[src/rtl/hp_pkg.sv]
// Shared constants for the host register port: data width, selectable
// register numbers and bit positions of the status and control words.
package hp_pkg;
    localparam int W = 16;

    // register numbers reached through the pointer when rs is high
    localparam int REG_ENTRY = 0;
    localparam int REG_CTRL  = 2;

    // control word bits
    localparam int CT_HALT   = 15;
    localparam int CT_ERRCLR = 14;
    localparam int CT_DMA    = 8;
    localparam int IEN_W     = 4;

    // status word bits
    localparam int ST_WRDY  = 0;
    localparam int ST_WEMP  = 1;
    localparam int ST_RRDY  = 2;
    localparam int ST_RFULL = 3;
    localparam int ST_ERR   = 4;
    localparam int ST_IDLE  = 5;
    localparam int ST_DMA   = 6;
    localparam int ST_IRQ   = 7;

    typedef struct packed {
        logic             halt;
        logic             dma;
        logic [IEN_W-1:0] ien;
    } ctrl_t;
endpackage

[src/rtl/hp_fifo.sv]
// Synchronous FIFO of DEPTH words of W bits.
// Assumes: pop on empty does nothing; push on full is dropped unless a pop
// happens in the same cycle; 'dropped' flags a push that was lost.
module hp_fifo #(
    parameter int W     = 16,
    parameter int DEPTH = 8
) (
    input  logic         clk,
    input  logic         rst_n,
    input  logic         push,
    input  logic [W-1:0] din,
    input  logic         pop,
    output logic [W-1:0] dout,
    output logic         empty,
    output logic         full,
    output logic         dropped
);
    localparam int AW = (DEPTH > 1) ? $clog2(DEPTH) : 1;
    localparam int CW = $clog2(DEPTH + 1);

    logic [W-1:0]  mem [DEPTH];
    logic [AW-1:0] wp, rp;
    logic [CW-1:0] cnt;
    logic          do_push, do_pop;

    function automatic logic [AW-1:0] next_ptr(input logic [AW-1:0] p);
        return (p == AW'(DEPTH - 1)) ? '0 : p + 1'b1;
    endfunction

    // Qualify requests against occupancy
    always_comb begin
        do_pop  = pop && (cnt != '0);
        do_push = push && ((cnt != CW'(DEPTH)) || do_pop);
        dropped = push && !do_push;
        empty   = (cnt == '0);
        full    = (cnt == CW'(DEPTH));
        dout    = mem[rp];
    end

    // Storage write, no reset needed on data
    always_ff @(posedge clk) begin
        if (do_push) mem[wp] <= din;
    end

    // Pointer and occupancy bookkeeping
    always_ff @(posedge clk) begin
        if (!rst_n) begin
            wp  <= '0;
            rp  <= '0;
            cnt <= '0;
        end else begin
            if (do_push) wp <= next_ptr(wp);
            if (do_pop)  rp <= next_ptr(rp);
            case ({do_push, do_pop})
                2'b10:   cnt <= cnt + 1'b1;
                2'b01:   cnt <= cnt - 1'b1;
                default: cnt <= cnt;
            endcase
        end
    end

    assert_no_overflow_R5: assert property (@(posedge clk) disable iff (!rst_n)
        cnt <= CW'(DEPTH));

    // a push into a full queue without pop leaves it unchanged
    assert_full_drop_R6: assert property (@(posedge clk) disable iff (!rst_n)
        (full && push && !pop) |=> (full && $stable(dout)));
endmodule

[src/rtl/hp_cmd_loader.sv]
// Command holding register. Takes the oldest write-queue word when idle and
// not halted, holds it until the engine reports completion, and lets the
// engine consume following words as parameters meanwhile.
// Assumes: cmd_done is only meaningful while a command is held.
module hp_cmd_loader #(
    parameter int W = 16
) (
    input  logic         clk,
    input  logic         rst_n,
    input  logic         halt,
    input  logic         q_empty,
    input  logic [W-1:0] q_head,
    input  logic         cmd_done,
    input  logic         prm_pop,
    output logic         q_pop,
    output logic [W-1:0] cmd_word,
    output logic         cmd_busy
);
    logic load;

    // Decide between loading a command and passing a parameter
    always_comb begin
        load  = !cmd_busy && !halt && !q_empty;
        q_pop = load || (cmd_busy && prm_pop && !q_empty);
    end

    // Hold the command until the engine finishes it
    always_ff @(posedge clk) begin
        if (!rst_n) begin
            cmd_busy <= 1'b0;
            cmd_word <= '0;
        end else if (load) begin
            cmd_busy <= 1'b1;
            cmd_word <= q_head;
        end else if (cmd_busy && cmd_done) begin
            cmd_busy <= 1'b0;
        end
    end

    assert_hold_cmd_R8: assert property (@(posedge clk) disable iff (!rst_n)
        (cmd_busy && !cmd_done) |=> (cmd_busy && $stable(cmd_word)));

    assert_release_R8: assert property (@(posedge clk) disable iff (!rst_n)
        (cmd_busy && cmd_done) |=> !cmd_busy);
endmodule

[src/rtl/hp_bus_decode.sv]
// Turns one host access cycle into single-register strobes.
// Assumes: each cycle with cs_n low is exactly one access.
module hp_bus_decode #(
    parameter int AR_W = 8
) (
    input  logic            cs_n,
    input  logic            rs,
    input  logic            rw_n,
    input  logic [AR_W-1:0] ptr,
    output logic            ptr_wr,
    output logic            st_rd,
    output logic            ent_wr,
    output logic            ent_rd,
    output logic            ctl_wr,
    output logic            ctl_rd
);
    logic sel_ent, sel_ctl, acc;

    // Strobe generation from select, direction and pointer
    always_comb begin
        acc     = !cs_n;
        sel_ent = (ptr == AR_W'(hp_pkg::REG_ENTRY));
        sel_ctl = (ptr == AR_W'(hp_pkg::REG_CTRL));
        ptr_wr  = acc && !rs && !rw_n;
        st_rd   = acc && !rs && rw_n;
        ent_wr  = acc && rs && !rw_n && sel_ent;
        ent_rd  = acc && rs && rw_n && sel_ent;
        ctl_wr  = acc && rs && !rw_n && sel_ctl;
        ctl_rd  = acc && rs && rw_n && sel_ctl;
    end
endmodule

[src/rtl/gfx_host_port.sv]
// Host register port: pointer/status word pair, control word, write and
// read queues, automatic command loading and cycle-stealing DMA fill.
// Assumes: synchronous host strobes (one access per cs_n-low cycle),
// synchronous active-low reset.
module gfx_host_port #(
    parameter int FIFO_DEPTH = 8,
    parameter int AR_W       = 8
) (
    input  logic                clk,
    input  logic                rst_n,
    input  logic                cs_n,
    input  logic                rs,
    input  logic                rw_n,
    input  logic [hp_pkg::W-1:0] wdata,
    output logic [hp_pkg::W-1:0] rdata,
    output logic                ack,
    output logic                irq,
    output logic                dreq,
    input  logic                dack,
    input  logic                dma_done,
    output logic [hp_pkg::W-1:0] cmd_word,
    output logic                cmd_valid,
    input  logic                cmd_done,
    output logic [hp_pkg::W-1:0] prm_word,
    output logic                prm_valid,
    input  logic                prm_pop,
    input  logic [hp_pkg::W-1:0] rsp_word,
    input  logic                rsp_push
);
    import hp_pkg::*;

    logic [AR_W-1:0] ptr;
    ctrl_t           ctl;
    logic            err;
    logic            ptr_wr, st_rd, ent_wr, ent_rd, ctl_wr, ctl_rd;
    logic            wq_push, wq_pop, wq_empty, wq_full, wq_drop;
    logic [W-1:0]    wq_head;
    logic            rq_pop, rq_empty, rq_full, rq_drop;
    logic [W-1:0]    rq_head;
    logic            busy, dma_push;
    logic [W-1:0]    status, ctl_view;

    hp_bus_decode #(.AR_W(AR_W)) u_dec (
        .cs_n(cs_n), .rs(rs), .rw_n(rw_n), .ptr(ptr),
        .ptr_wr(ptr_wr), .st_rd(st_rd), .ent_wr(ent_wr), .ent_rd(ent_rd),
        .ctl_wr(ctl_wr), .ctl_rd(ctl_rd)
    );

    // Queue push sources: host entry writes and DMA acknowledges
    always_comb begin
        dma_push = dack && ctl.dma;
        wq_push  = ent_wr || dma_push;
        rq_pop   = ent_rd && !rq_empty;
    end

    hp_fifo #(.W(W), .DEPTH(FIFO_DEPTH)) u_wq (
        .clk(clk), .rst_n(rst_n), .push(wq_push), .din(wdata), .pop(wq_pop),
        .dout(wq_head), .empty(wq_empty), .full(wq_full), .dropped(wq_drop)
    );

    hp_fifo #(.W(W), .DEPTH(FIFO_DEPTH)) u_rq (
        .clk(clk), .rst_n(rst_n), .push(rsp_push), .din(rsp_word), .pop(rq_pop),
        .dout(rq_head), .empty(rq_empty), .full(rq_full), .dropped(rq_drop)
    );

    hp_cmd_loader #(.W(W)) u_ld (
        .clk(clk), .rst_n(rst_n), .halt(ctl.halt), .q_empty(wq_empty),
        .q_head(wq_head), .cmd_done(cmd_done), .prm_pop(prm_pop),
        .q_pop(wq_pop), .cmd_word(cmd_word), .cmd_busy(busy)
    );

    // Status, control view, interrupt and DMA request from current state
    always_comb begin
        irq = (ctl.ien[0] && !wq_full) || (ctl.ien[1] && wq_empty) ||
              (ctl.ien[2] && !rq_empty) || (ctl.ien[3] && err);
        status           = {8'hFF, 8'h00};
        status[ST_WRDY]  = !wq_full;
        status[ST_WEMP]  = wq_empty;
        status[ST_RRDY]  = !rq_empty;
        status[ST_RFULL] = rq_full;
        status[ST_ERR]   = err;
        status[ST_IDLE]  = !busy;
        status[ST_DMA]   = ctl.dma;
        status[ST_IRQ]   = irq;
        ctl_view         = '0;
        ctl_view[CT_HALT] = ctl.halt;
        ctl_view[CT_DMA]  = ctl.dma;
        ctl_view[IEN_W-1:0] = ctl.ien;
        dreq      = ctl.dma && wq_empty;
        cmd_valid = busy;
        prm_word  = wq_head;
        prm_valid = busy && !wq_empty;
    end

    // Pointer register
    always_ff @(posedge clk) begin
        if (!rst_n)      ptr <= '0;
        else if (ptr_wr) ptr <= wdata[AR_W-1:0];
    end

    // Control word; dma_done wins over a simultaneous write
    always_ff @(posedge clk) begin
        if (!rst_n) begin
            ctl.halt <= 1'b1;
            ctl.dma  <= 1'b0;
            ctl.ien  <= '0;
        end else begin
            if (ctl_wr) begin
                ctl.halt <= wdata[CT_HALT];
                ctl.dma  <= wdata[CT_DMA];
                ctl.ien  <= wdata[IEN_W-1:0];
            end
            if (dma_done) ctl.dma <= 1'b0;
        end
    end

    // Overflow error flag; a new overflow wins over a clear
    always_ff @(posedge clk) begin
        if (!rst_n)                          err <= 1'b0;
        else if (wq_drop)                    err <= 1'b1;
        else if (ctl_wr && wdata[CT_ERRCLR]) err <= 1'b0;
    end

    // Acknowledge and read data, one clock after the access
    always_ff @(posedge clk) begin
        if (!rst_n) begin
            ack   <= 1'b0;
            rdata <= '0;
        end else begin
            ack <= !cs_n;
            if (st_rd)       rdata <= status;
            else if (ent_rd) rdata <= rq_empty ? '0 : rq_head;
            else if (ctl_rd) rdata <= ctl_view;
            else             rdata <= '0;
        end
    end

    assert_ack_follows_R2: assert property (@(posedge clk) disable iff (!rst_n)
        !cs_n |=> ack);

    assert_ack_quiet_R2: assert property (@(posedge clk) disable iff (!rst_n)
        cs_n |=> !ack);

    assert_dreq_empty_R11: assert property (@(posedge clk) disable iff (!rst_n)
        dreq |-> wq_empty);

    assert_done_stops_R12: assert property (@(posedge clk) disable iff (!rst_n)
        dma_done |=> !dreq);

    assert_ptr_hold_R3: assert property (@(posedge clk) disable iff (!rst_n)
        !ptr_wr |=> $stable(ptr));
endmodule

[config.mk]
export PLATFORM = sky130hd
export DESIGN_NAME = gfx_host_port
export DESIGN_NICKNAME = d
export VERILOG_FILES = /design/src/rtl/hp_pkg.sv /design/src/rtl/hp_fifo.sv /design/src/rtl/hp_cmd_loader.sv /design/src/rtl/hp_bus_decode.sv /design/src/rtl/gfx_host_port.sv
export SDC_FILE = /design/constraint.sdc
export NUM_CORES = 1
export LEC_CHECK = 0
export CAP_MARGIN = 20
export CORE_MARGIN = 5
export CORE_UTILIZATION = 58
export CTS_CLUSTER_DIAMETER = 40
export DETAILED_ROUTE_END_ITERATION = 12
export GPL_TIMING_DRIVEN = 0
export PLACE_DENSITY = 0.79
export SYNTH_ARGS = -nofsm -noshare
export SYNTH_HDL_FRONTEND = slang
export SYNTH_SLANG_ARGS = --single-unit
export TNS_END_PERCENT = 30
[constraint.sdc]
create_clock -name clk -period 4 [get_ports clk]
set_input_delay 0.6 -clock clk [delete_from_list [all_inputs] [get_ports clk]]
set_output_delay 0.6 -clock clk [all_outputs]
set_load 0.01 [all_outputs]
==> key figures, run 1 <==
Status
  – Outcome: completed

Yosys
  – Synthesized area: 0.01278 mm^2
  – Syn nets: 784
  – Count of flip-flops with a built-in enable after synthesis: 256
  – Unique masters post-synth: 48
  – Syn Inst Count: 728
  – #FFs+latches synth: 331
  – Most used flip-flop cell after synthesis: edfxtp_1
  – Top cells by area, synth: edfxtp_1 (60%), dfxtp_1 (12%), mux4_2 (11%), mux2i_1 (2.7%), mux2_2 (2.1%)
  – Post-synth ARST share: 0%
  – Mapped Avg Cell Area: 17.56 um^2
  – Seq/Total Area, Yosys: 71.89%
  – Synth warn: 0
  – Post-synth top area share: 60.14%
  – Yosys top cell by area: edfxtp_1

Pwr
  – Reg power frac: 50.2%
  – Combinational power share: 4.4%
  – Net switching power: 1.636 mW
  – Sw Ratio: 21.70%
  – Pwr dens: 484.9 mW/mm^2
  – Pleak: 5.179 nW
  – Total power draw: 7.540 mW
  – Clock power share: 45.4%
  – Internal power: 5.903 mW
  – Worst-case vdd ir drop: 477.0 uV

Clock network
  – Max clock buf depth: 3
  – CTS tree: built
  – Hold-fix buffers, CTS: 0
  – Gates resized, CTS repair: 0
  – CTS Root Cell: clkbuf_16
  – CTS H-tree lvls: 2
  – Post-CTS setup buffer count: 0
  – CTS clock-pin slew for the worst setup and hold paths: 0.06 ns
  – Clk_lat worst skew: 0.53 ns
  – CTS Buf Count: 38
  – CTS Sinks: 331

Critical path
  – CP arrival: 3.97 ns
  – R2R cell count: 8
  – Critical Path Source Type: primary input
  – CP max stage cell: nor4_1
  – Max FO, Critical Path: 11
  – Worst flop-to-flop path endpoint: u_rq.mem[5][5]
  – Crit end category: flop
  – Setup CP Type: in -> reg
  – Critical Path, Cell by Cell: clkdlybuf4s50_1 > nand4bb_1 > nor4_1 > o21ai_1 > clkbuf_1 > nor4_2 > buf_4 > buf_4 > buf_4
  – CP required: 4.23 ns
  – Critical path origin: cs_n
  – Critical Path End: u_rq.mem[5][5]
  – Reg2Reg Setup Slack: 0.29 ns
  – Max stage delay on crit path: 0.66 ns
  – Cell mode on critical path: buf_4
  – Reg2reg start: ptr[7]

Worst hold path
  – Hold Path Class: reg -> reg

Drt
  – Via total after detailed routing: 7,227
  – Final ANT Viol Nets: 0
  – Vias per cell: 6.078
  – DRC: 0
  – Drt total wl: 28.46 mm
  – Average wire per standard cell: 23.94 um
  – Detailed Routing Iterations Pass 1: 5
  – Number of DRC markers in iteration 0: 621

Layout
  – Area Overhead vs Synth: 21.63%
  – Antenna diode count: 0
  – Fin nets: 935
  – Most common cell after layout, fill and taps aside: edfxtp_1
  – Post-route cell area: 0.01555 mm^2
  – Share of cells above drive strength 1: 21.01%
  – Core Util, Final: 71.46%
  – Most frequent cells in the layout: edfxtp_1 (256), clkdlybuf4s50_1 (94), dfxtp_1 (75)
  – Layout Cells excl Fill: 1,189

Floorplan
  – Die Wd: 158.5 um
  – I/O Pins: 95
  – Starting density of the core: 58.75%
  – Die H: 158.5 um
  – # rows: 54
  – Core Area: 0.02176 mm^2
  – Die area: 0.02511 mm^2

STA
  – Max-slew headroom: 23.41%
  – RSZ-0062 raised after global routing: false
  – Pins Over Slew Limit: 0
  – Period utilization: 93.49%
  – Clock Skew: 0.02230 ns
  – Worst Tran Pin Value: 1.138 ns
  – Hold Vio Cnt, Final: 0
  – Max Freq: 267.4 MHz
  – Min cycle time layout: 3.740 ns
  – Setup Viol. Count Final: 0
  – Setup TNS Final: 0 ns

Place
  – Port Buffer Count: 94
  – HPWL Detailed: 19.01 mm
  – Dpl cells: 1,119
  – Placer Congestion: 0.8949
  – Placed cell area: 0.01429 mm^2

Run
  – Maxcap violations: 0

Global route
  – Total track usage: 23.01%
  – Largest net degree at the start of global routing: 17
  – Number of antenna violations at the first check in global routing: 0
  – Vias in the first global route: 7,608
  – GR Overflow Total: 0
  – First-pass GRT wire length: 43.21 mm
==> state kept, by name, summed over array words and instances (netlist names), named ones only <==
register	count
ack	1
ctl	6
err	1
ptr	8
rdata	16
u_ld.cmd_busy	1
u_ld.cmd_word	16
u_rq.cnt	4
u_rq.mem	128
u_rq.rp	3
u_rq.wp	3
u_wq.cnt	4
u_wq.mem	128
u_wq.rp	3
u_wq.wp	3
==> worst min path at each step <==
stage / startpoint / cells after the start / endpoint / slack, ns
6_report: u_ld.cmd_word[7] / 2 / u_ld.cmd_word[7] / 0.44
5_1_grt: u_ld.cmd_word[1] / 2 / u_ld.cmd_word[1] / 0.45
4_1_cts: u_ld.cmd_word[7] / 2 / u_ld.cmd_word[7] / 0.44
3_5_place_dp: u_ld.cmd_word[7] / 2 / u_ld.cmd_word[7] / 0.43
3_3_place_gp: u_ld.cmd_word[7] / 2 / u_ld.cmd_word[7] / 0.42
2_1_floorplan: u_wq.cnt[3] / 2 / u_wq.cnt[3] / 0.45
==> layout make-up <==
| cell class | count | area [um^2] |
|---|---|---|
| clock inverters | 26 | 270.3 |
| flip-flops and latches | 331 | 9189 |
| inverters | 7 | 26.28 |
| plain buffers | 35 | 143.9 |
| fillers | 1332 | 6208 |
| multi-input cells | 355 | 3486 |
| clock buffers | 44 | 983.4 |
| well taps | 280 | 350.3 |
| repair buffers | 111 | 1099 |
==> routing by layer <==
metal  global-route usage (%)  part of all wire (%)
met1                    28.65                    38
met2                    39.94                    52
met3                    4.594                   6.6
met4                    9.139                   3.7
met5                        0                     0
==> through the flow <==
| stage | hold slack [ns] | setup WS, ns |
|---|---|---|
| 6_report | 0.4351 | 0.2604 |
| 5_1_grt | 0.4511 | 0.1340 |
| 4_1_cts | 0.4376 | 0.3358 |
| 3_5_place_dp | 0.4302 | -0.1793 |
| 3_3_place_gp | 0.4222 | -2.096 |
| 2_1_floorplan | 0.4505 | 0.2448 |
==> synthesized netlist by cell type, types with 2 or more instances <==
master / count
edfxtp_1: 256
dfxtp_1: 75
mux4_2: 64
nand2_1: 51
mux2i_1: 35
nor2_1: 28
nand3_1: 26
mux2_2: 24
a21oi_1: 22
clkbuf_1: 22
o21ai_0: 16
ha_1: 14
nor4_1: 8
buf_2: 7
inv_1: 6
xor2_1: 6
buf_1: 5
nor3_1: 5
or4_1: 5
nor4b_1: 4
or3_1: 4
a221oi_1: 3
and2_1: 3
and3b_1: 3
and4b_1: 3
nand3b_1: 3
nor2b_1: 3
a32oi_1: 2
nand2b_1: 2
nor3b_1: 2
o21a_1: 2
o21ai_1: 2
or2_2: 2
==> worst max-delay path: cells and delay by family <==
kind            cells  cell delay [ns]
simple gates        3             1.59
buf+inv             5             1.49
compound gates      1             0.28
==> cell families (layout without fill, tap and decap cells) <==
kind of cell	count (synthesis)	in the layout	synth area share, %
buffers and inverters	42	223	1.331
xor gates and xnor gates	6	6	0.4111
adders and majority gates	14	14	1.370
and+or+nand+nor	160	160	6.539
DFF	331	331	71.89
AOI/OAI and AO/OA	52	52	2.330
muxes	123	123	16.13
==> power groups by stage <==
stage | Combinational, mW | Clock, mW | Sequential (mW)
global placement | 0.296 | 0 | 3.85
finish | 0.328 | 3.43 | 3.79
floorplan | 0.151 | 0 | 3.85
CTS | 0.328 | 3.46 | 3.78
global route | 0.352 | 3.63 | 3.79
detailed placement | 0.325 | 0 | 3.86
(Power assumes the default switching activity.)
==> run 2, diff against run 1 <==
--- a/config.mk
+++ b/config.mk
@@ -10,7 +10,6 @@
 export CORE_UTILIZATION = 58
 export CTS_CLUSTER_DIAMETER = 40
 export DETAILED_ROUTE_END_ITERATION = 12
-export GPL_TIMING_DRIVEN = 0
 export PLACE_DENSITY = 0.79
 export SYNTH_ARGS = -nofsm -noshare
 export SYNTH_HDL_FRONTEND = slang
==> run 2 against run 1 <==
Largest power group unchanged. First-iteration DRC count is 14% lower. Clock power is 5% higher. Worst hold slack better by 0.0039 ns. Power is 2.4% higher. Critical path type is now reg -> out.
==> key figures, run 2 (same netlist as run 1, synthesis figures left out) <==
Critical path
  – Critical Path, Cell by Cell: buf_12 > mux4_2 > mux2_2 > clkdlybuf4s50_1
  – Max FO, Critical Path: 20 (+9)
  – CP required: 3.40 ns (-0.83 ns)
  – Reg2Reg Setup Slack: 0.89 ns (+0.60 ns)
  – Crit end category: output port
  – Worst flop-to-flop path endpoint: u_wq.cnt[2]
  – R2R cell count: 11 (+3)
  – Setup CP Type: reg -> out
  – CP arrival: 2.82 ns (-1.15 ns)
  – Critical Path Source Type: flop
  – Max stage delay on crit path: 0.66 ns (about the same)
  – Reg2reg start: ptr[7]
  – CP max stage cell: dfxtp_2
  – Top delay family on crit path: multiplexers
  – Buffers & Inverters on Critical Path: 2 (-3)

Clock network
  – Clk_lat worst skew: 0.54 ns (about the same)
  – CTS Sinks: 331 (unchanged)
  – Max clock buf depth: 3 (unchanged)
  – Hold-fix buffers, CTS: 0 (unchanged)
  – CTS tree: built
  – CTS clock-pin slew for the worst setup and hold paths: 0.06 ns (about the same)
  – CTS Root Cell: clkbuf_16
  – Post-CTS setup buffer count: 0 (unchanged)
  – Gates resized, CTS repair: 0 (unchanged)
  – CTS H-tree lvls: 2 (unchanged)
  – CTS Buf Count: 41 (+7.9%)

STA
  – Min cycle time layout: 3.418 ns (-0.3217 ns)
  – Pins Over Slew Limit: 0 (unchanged)
  – Max Freq: 292.6 MHz (+9.4%)
  – Hold Vio Cnt, Final: 0 (unchanged)
  – Setup TNS Final: 0 ns (unchanged)
  – Clock Skew: 0.01545 ns (-0.006852 ns)
  – Max-slew headroom: 31.05% (+7.6 points)
  – Period utilization: 85.45% (-8.0 points)
  – RSZ-0062 raised after global routing: false
  – Setup Viol. Count Final: 0 (unchanged)
  – Worst Tran Pin Value: 1.025 ns (-0.1135 ns)
  – Setup ws final: 0.5821 ns (+0.3217 ns)

Global route
  – Vias in the first global route: 7,590 (-0.24%)
  – Number of antenna violations at the first check in global routing: 1 (+1)
  – GR Overflow Total: 0 (unchanged)
  – First-pass GRT wire length: 43.04 mm (-0.38%)
  – Total track usage: 22.94% (-0.073 points)
  – Largest net degree at the start of global routing: 33 (+16)

Layout
  – Post-route cell area: 0.01564 mm^2 (+0.59%)
  – Largest regs: u_rq.mem: 128 flops, u_wq.mem: 128 flops
  – Fin nets: 920 (-1.6%)
  – Area Overhead vs Synth: 22.35%
  – Antenna diode count: 0 (unchanged)
  – Share of cells above drive strength 1: 22.43% (+1.4 points)
  – Most frequent cells in the layout: edfxtp_1 (256), clkdlybuf4s50_1 (94), dfxtp_1 (74)
  – Most common cell after layout, fill and taps aside: edfxtp_1
  – Layout Cells excl Fill: 1,176 (-1.1%)

Floorplan
  – Core Area: 0.02176 mm^2 (unchanged)
  – Starting density of the core: 58.75% (unchanged)
  – I/O Pins: 95 (unchanged)
  – Die area: 0.02511 mm^2 (unchanged)
  – Die Wd: 158.5 um (unchanged)
  – Die H: 158.5 um (unchanged)
  – # rows: 54 (unchanged)

Drt
  – Drt total wl: 27.73 mm (-2.6%)
  – Detailed Routing Iterations Pass 1: 5 (unchanged)
  – DRC: 0 (unchanged)
  – Final ANT Viol Nets: 0 (unchanged)
  – Via total after detailed routing: 7,136 (-1.3%)
  – Vias per cell: 6.068 (-0.17%)
  – Average wire per standard cell: 23.58 um (-1.5%)
  – Number of DRC markers in iteration 0: 535 (-14%)

Worst hold path
  – Hold Path Class: reg -> reg
  – Hold worst-path end: u_ld.cmd_word[1]
  – Hold Path Stages: 2 (unchanged)
  – HP Start: u_ld.cmd_word[1]

Place
  – Placer Congestion: 0.8115 (-9.3%)
  – HPWL Detailed: 17.35 mm (-8.7%)
  – DP Worst Slack: 0.2127 ns (+0.3920 ns)
  – Port Buffer Count: 94 (unchanged)
  – Dpl cells: 1,101 (-1.6%)
  – Placed cell area: 0.01429 mm^2 (about the same)

Pwr
  – Pleak: 5.257 nW (+1.5%)
  – Worst-case vdd ir drop: 363.0 uV (-24%)
  – Pwr dens: 493.7 mW/mm^2 (+1.8%)
  – Total power draw: 7.721 mW (+2.4%)

Status
  – Outcome: completed

Run
  – Maxcap violations: 0 (unchanged)
run 2: cell count changes in the layout (fill, tap and decap cells not counted), moves of 3 or more:
cell and change:
inv_4 +3, clkbuf_1 -17, clkinv_2 -3, buf_1 -5
clkbuf_16 +4, buf_6 -6, buf_4 +20, buf_12 +3
buf_2 -7, clkinvlp_4 -5
run 2: routing by layer:
metal  vias to the layer above  wire, um  track usage, %
met2                       290     14450           39.41
met5                         -        13               0
met1                      3590     10320           28.29
li1                       3166         -               -
met3                        88      1773           4.757
met4                         2      1170           10.28
run 2: cell type report:
type / instances / area [um^2]
Clock inverter: 23 / 257.7
Clock buffer: 52 / 1089
Sequential cell: 331 / 9190
Tap cell: 280 / 350.3
Timing Repair Buffer: 128 / 1234
Fill cell: 1273 / 6117
Multi-Input combinational cell: 355 / 3492
Inverter: 7 / 26.28
run 2: worst max-delay path by stage:
stage | startpoint | endpoint | slack (ns) | cells after the start
floorplan | rw_n | u_wq.mem[4][0] | 0.24 | 4
global placement | rw_n | u_wq.cnt[2] | 0.34 | 12
detailed placement | rw_n | u_wq.cnt[2] | 0.21 | 12
CTS | flop | prm_word[1] | 0.53 | 4
global route | flop | prm_word[4] | 0.41 | 4
finish | flop | prm_word[4] | 0.58 | 4
run 2: stage by stage:
step                      utilization (%)  hold WS [ns]
after floorplan                         -        0.4505
after CTS                           71.88        0.4406
after detailed placement            65.69        0.4346
final                               71.88        0.4390
after global routing                71.88        0.4699
after global placement              65.69        0.4251
run 2: worst register-to-register path, stage by stage (launching register included):
cell	delay, ns
dfxtp_1	0.31
or4_4	0.58
or4_1	0.51
a21boi_1	0.20
inv_1	0.09
ha_1	0.25
xor2_1	0.17
ha_1	0.21
a21oi_1	0.15
xor2_1	0.09
or3_1	0.30
a21oi_1	0.18
run 2: report_power, final:
group	internal, mW	total (mW)	switching [mW]
Clock	2.17	3.61	1.44
Sequential	3.76	3.79	0.0334
Combinational	0.139	0.316	0.177
Total	6.07	7.72	1.65
==> run 3, diff against run 2 <==
--- a/config.mk
+++ b/config.mk
@@ -5,11 +5,11 @@
 export SDC_FILE = /design/constraint.sdc
 export NUM_CORES = 1
 export LEC_CHECK = 0
-export CAP_MARGIN = 20
-export CORE_MARGIN = 5
+export CORE_MARGIN = 3
 export CORE_UTILIZATION = 58
 export CTS_CLUSTER_DIAMETER = 40
 export DETAILED_ROUTE_END_ITERATION = 12
+export HOLD_SLACK_MARGIN = 0.02
 export PLACE_DENSITY = 0.79
 export SYNTH_ARGS = -nofsm -noshare
 export SYNTH_HDL_FRONTEND = slang
==> run 3 against run 2 <==
Non-clock buffer count is 5 lower. Core utilization is 0.91 points higher. Sequential share of layout area is 0.36 points higher. Sequential cell count stayed put. Global-route usage is 0.57 points higher. Clock power is 1% lower. Die area is 5.0% lower. Cell count is 1.1% lower. Critical path type unchanged.
==> key figures, run 3 (same netlist as run 1, synthesis figures left out) <==
Status
  – Outcome: completed

STA
  – Clock Skew: 0.009879 ns (-0.005572 ns)
  – Worst Tran Pin Value: 1.037 ns (+0.01255 ns)
  – Hold_ws: 0.4345 ns (-0.004474 ns)
  – Max Freq: 296.7 MHz (+1.4%)
  – Pins Over Slew Limit: 0 (unchanged)
  – Period utilization: 84.27% (-1.2 points)
  – Setup Viol. Count Final: 0 (unchanged)
  – Setup TNS Final: 0 ns (unchanged)
  – Max-slew headroom: 30.75% (-0.30 points)
  – RSZ-0062 raised after global routing: false
  – Hold Vio Cnt, Final: 0 (unchanged)
  – Min cycle time layout: 3.371 ns (-0.04711 ns)

Place
  – Dpl cells: 1,091 (-0.91%)
  – Placer Congestion: 0.8228 (+1.4%)
  – Port Buffer Count: 94 (unchanged)
  – HPWL Detailed: 16.76 mm (-3.4%)

Critical path
  – CP required: 3.40 ns (about the same)
  – Max FO, Critical Path: 32 (+60%)
  – Crit end category: output port
  – Reg2reg start: ptr[7]
  – Setup CP Type: reg -> out
  – Critical Path Source Type: flop
  – CP arrival: 2.77 ns (-0.05 ns)
  – Reg2Reg Setup Slack: 0.86 ns (-0.03 ns)
  – Top delay family on crit path: buffers and inverters
  – CP max stage cell: mux4_2
  – Worst flop-to-flop path endpoint: u_wq.cnt[2]
  – R2R cell count: 11 (unchanged)
  – Max stage delay on crit path: 0.64 ns (-0.02 ns)
  – Buffers & Inverters on Critical Path: 2 (unchanged)
  – Critical Path, Cell by Cell: buf_4 > mux4_2 > mux2_2 > clkdlybuf4s50_1

Global route
  – First-pass GRT wire length: 43.04 mm (unchanged)
  – Total track usage: 23.51% (+0.57 points)
  – Number of antenna violations at the first check in global routing: 0 (-1)
  – Vias in the first global route: 7,519 (-0.94%)
  – GR Overflow Total: 0 (unchanged)
  – Largest net degree at the start of global routing: 38 (+15%)

Worst hold path
  – Hold Path Class: reg -> reg
  – Hold Path Stages: 2 (unchanged)
  – Hold worst-path end: u_ld.cmd_word[8]
  – HP Start: u_ld.cmd_word[8]

Layout
  – Area Overhead vs Synth: 21.59%
  – Share of cells above drive strength 1: 22.18% (-0.25 points)
  – Most frequent cells in the layout: edfxtp_1 (256), clkdlybuf4s50_1 (94), dfxtp_1 (74)
  – Multi-input logic area: 0.003492 mm^2 (unchanged)
  – Antenna diode count: 0 (unchanged)
  – Fill count: 1,240 (-2.6%)
  – Layout Cells excl Fill: 1,163 (-1.1%)
  – Sequential Area: 0.009190 mm^2 (unchanged)
  – Most common cell after layout, fill and taps aside: edfxtp_1
  – Largest regs: u_rq.mem: 128 flops, u_wq.mem: 128 flops
  – Fin nets: 914 (-0.65%)
  – Core Util, Final: 72.79% (+0.91 points)

Pwr
  – Pleak: 5.199 nW (-1.1%)
  – Worst-case vdd ir drop: 307.7 uV (-15%)
  – Pwr dens: 493.6 mW/mm^2 (about the same)
  – Total power draw: 7.672 mW (-0.64%)

Drt
  – Average wire per standard cell: 23.69 um (+0.44%)
  – Drt total wl: 27.55 mm (-0.67%)
  – Vias per cell: 6.114 (+0.76%)
  – Final ANT Viol Nets: 0 (unchanged)
  – DRC: 0 (unchanged)
  – Number of DRC markers in iteration 0: 641 (+20%)
  – Via total after detailed routing: 7,111 (-0.35%)
  – Detailed Routing Iterations Pass 1: 5 (unchanged)

Clock network
  – CTS tree: built
  – CTS Buf Count: 40 (-2.4%)
  – CTS H-tree lvls: 2 (unchanged)
  – Hold-fix buffers, CTS: 0 (unchanged)
  – Max clock buf depth: 3 (unchanged)
  – CTS clock-pin slew for the worst setup and hold paths: 0.05 ns (about the same)
  – Post-CTS setup buffer count: 0 (unchanged)
  – Gates resized, CTS repair: 0 (unchanged)
  – CTS Sinks: 331 (unchanged)
  – CTS Root Cell: clkbuf_16
  – Clk_lat worst skew: 0.51 ns (-0.03 ns)

Floorplan
  – Starting density of the core: 59.86% (+1.1 points)
  – # rows: 53 (-1.9%)
  – Core Area: 0.02135 mm^2 (-1.9%)
  – Die H: 154.5 um (-2.5%)
  – Die area: 0.02386 mm^2 (-5.0%)
  – I/O Pins: 95 (unchanged)
  – Die Wd: 154.5 um (-2.5%)

Run
  – Maxcap violations: 0 (unchanged)
==> run 3: cell count changes in the layout (fill, tap and decap cells not counted), moves of 2 or more <==
| cell | delta |
|---|---|
| buf_12 | -3 |
| buf_4 | -2 |
| clkbuf_1 | -2 |
| clkbuf_8 | +3 |
| clkinv_1 | -2 |
| clkinv_2 | -3 |
| clkinvlp_4 | +4 |
| inv_4 | -2 |
| inv_8 | +2 |
==> run 3: power breakdown <==
| part | leakage [nW] | switching (mW) | internal (mW) | total (mW) |
|---|---|---|---|---|
| registers | 2.92 | 0.0349 | 3.76 | 3.79 |
| clock network | 0.640 | 1.41 | 2.15 | 3.56 |
| logic | 1.64 | 0.176 | 0.140 | 0.315 |
==> run 3: layer usage <==
metal	global-route usage (%)	wire, um
met5	0	0
met4	8.537	720
met3	4.533	1846
met2	37.85	13890
met1	32.63	11090
==> run 3: metrics by stage <==
step	area [um^2]	setup slack, ns
3_5_place_dp	14210	0.2281
2_1_floorplan	12780	0.2448
3_3_place_gp	14210	0.2971
5_1_grt	15540	0.4888
6_report	15540	0.6292
4_1_cts	15540	0.5840
==> run 3: worst reg2reg max path, stage by stage, from the launching register on <==
cell and delay [ns]:
dfxtp_1 0.31, or4_4 0.59, or4_1 0.51, a21boi_1 0.18
inv_1 0.08, ha_1 0.26, xor2_1 0.18, ha_1 0.20
a21oi_1 0.16, xor2_1 0.10, or3_1 0.32, a21oi_1 0.14
==> run 3: worst max path at each step <==
stage          slack [ns]             end  start  depth (start not counted)
3_5_place_dp         0.23     u_wq.cnt[2]   rw_n                         12
4_1_cts              0.58    prm_word[15]   flop                          4
3_3_place_gp         0.30     u_wq.cnt[2]   rw_n                         12
5_1_grt              0.49     prm_word[5]   flop                          4
2_1_floorplan        0.24  u_wq.mem[4][0]   rw_n                          4
6_report             0.63     prm_word[5]   flop                          4
==> run 3: cell type report <==
class                   instances  share of cell area (%)
clock buffers                  53                   7.221
inverters                       7                  0.1691
multi-input cells             355                   22.47
clock inverters                19                   1.344
flip-flops and latches        331                   59.13
repair buffers                123                   7.455
well taps                     275                   2.214
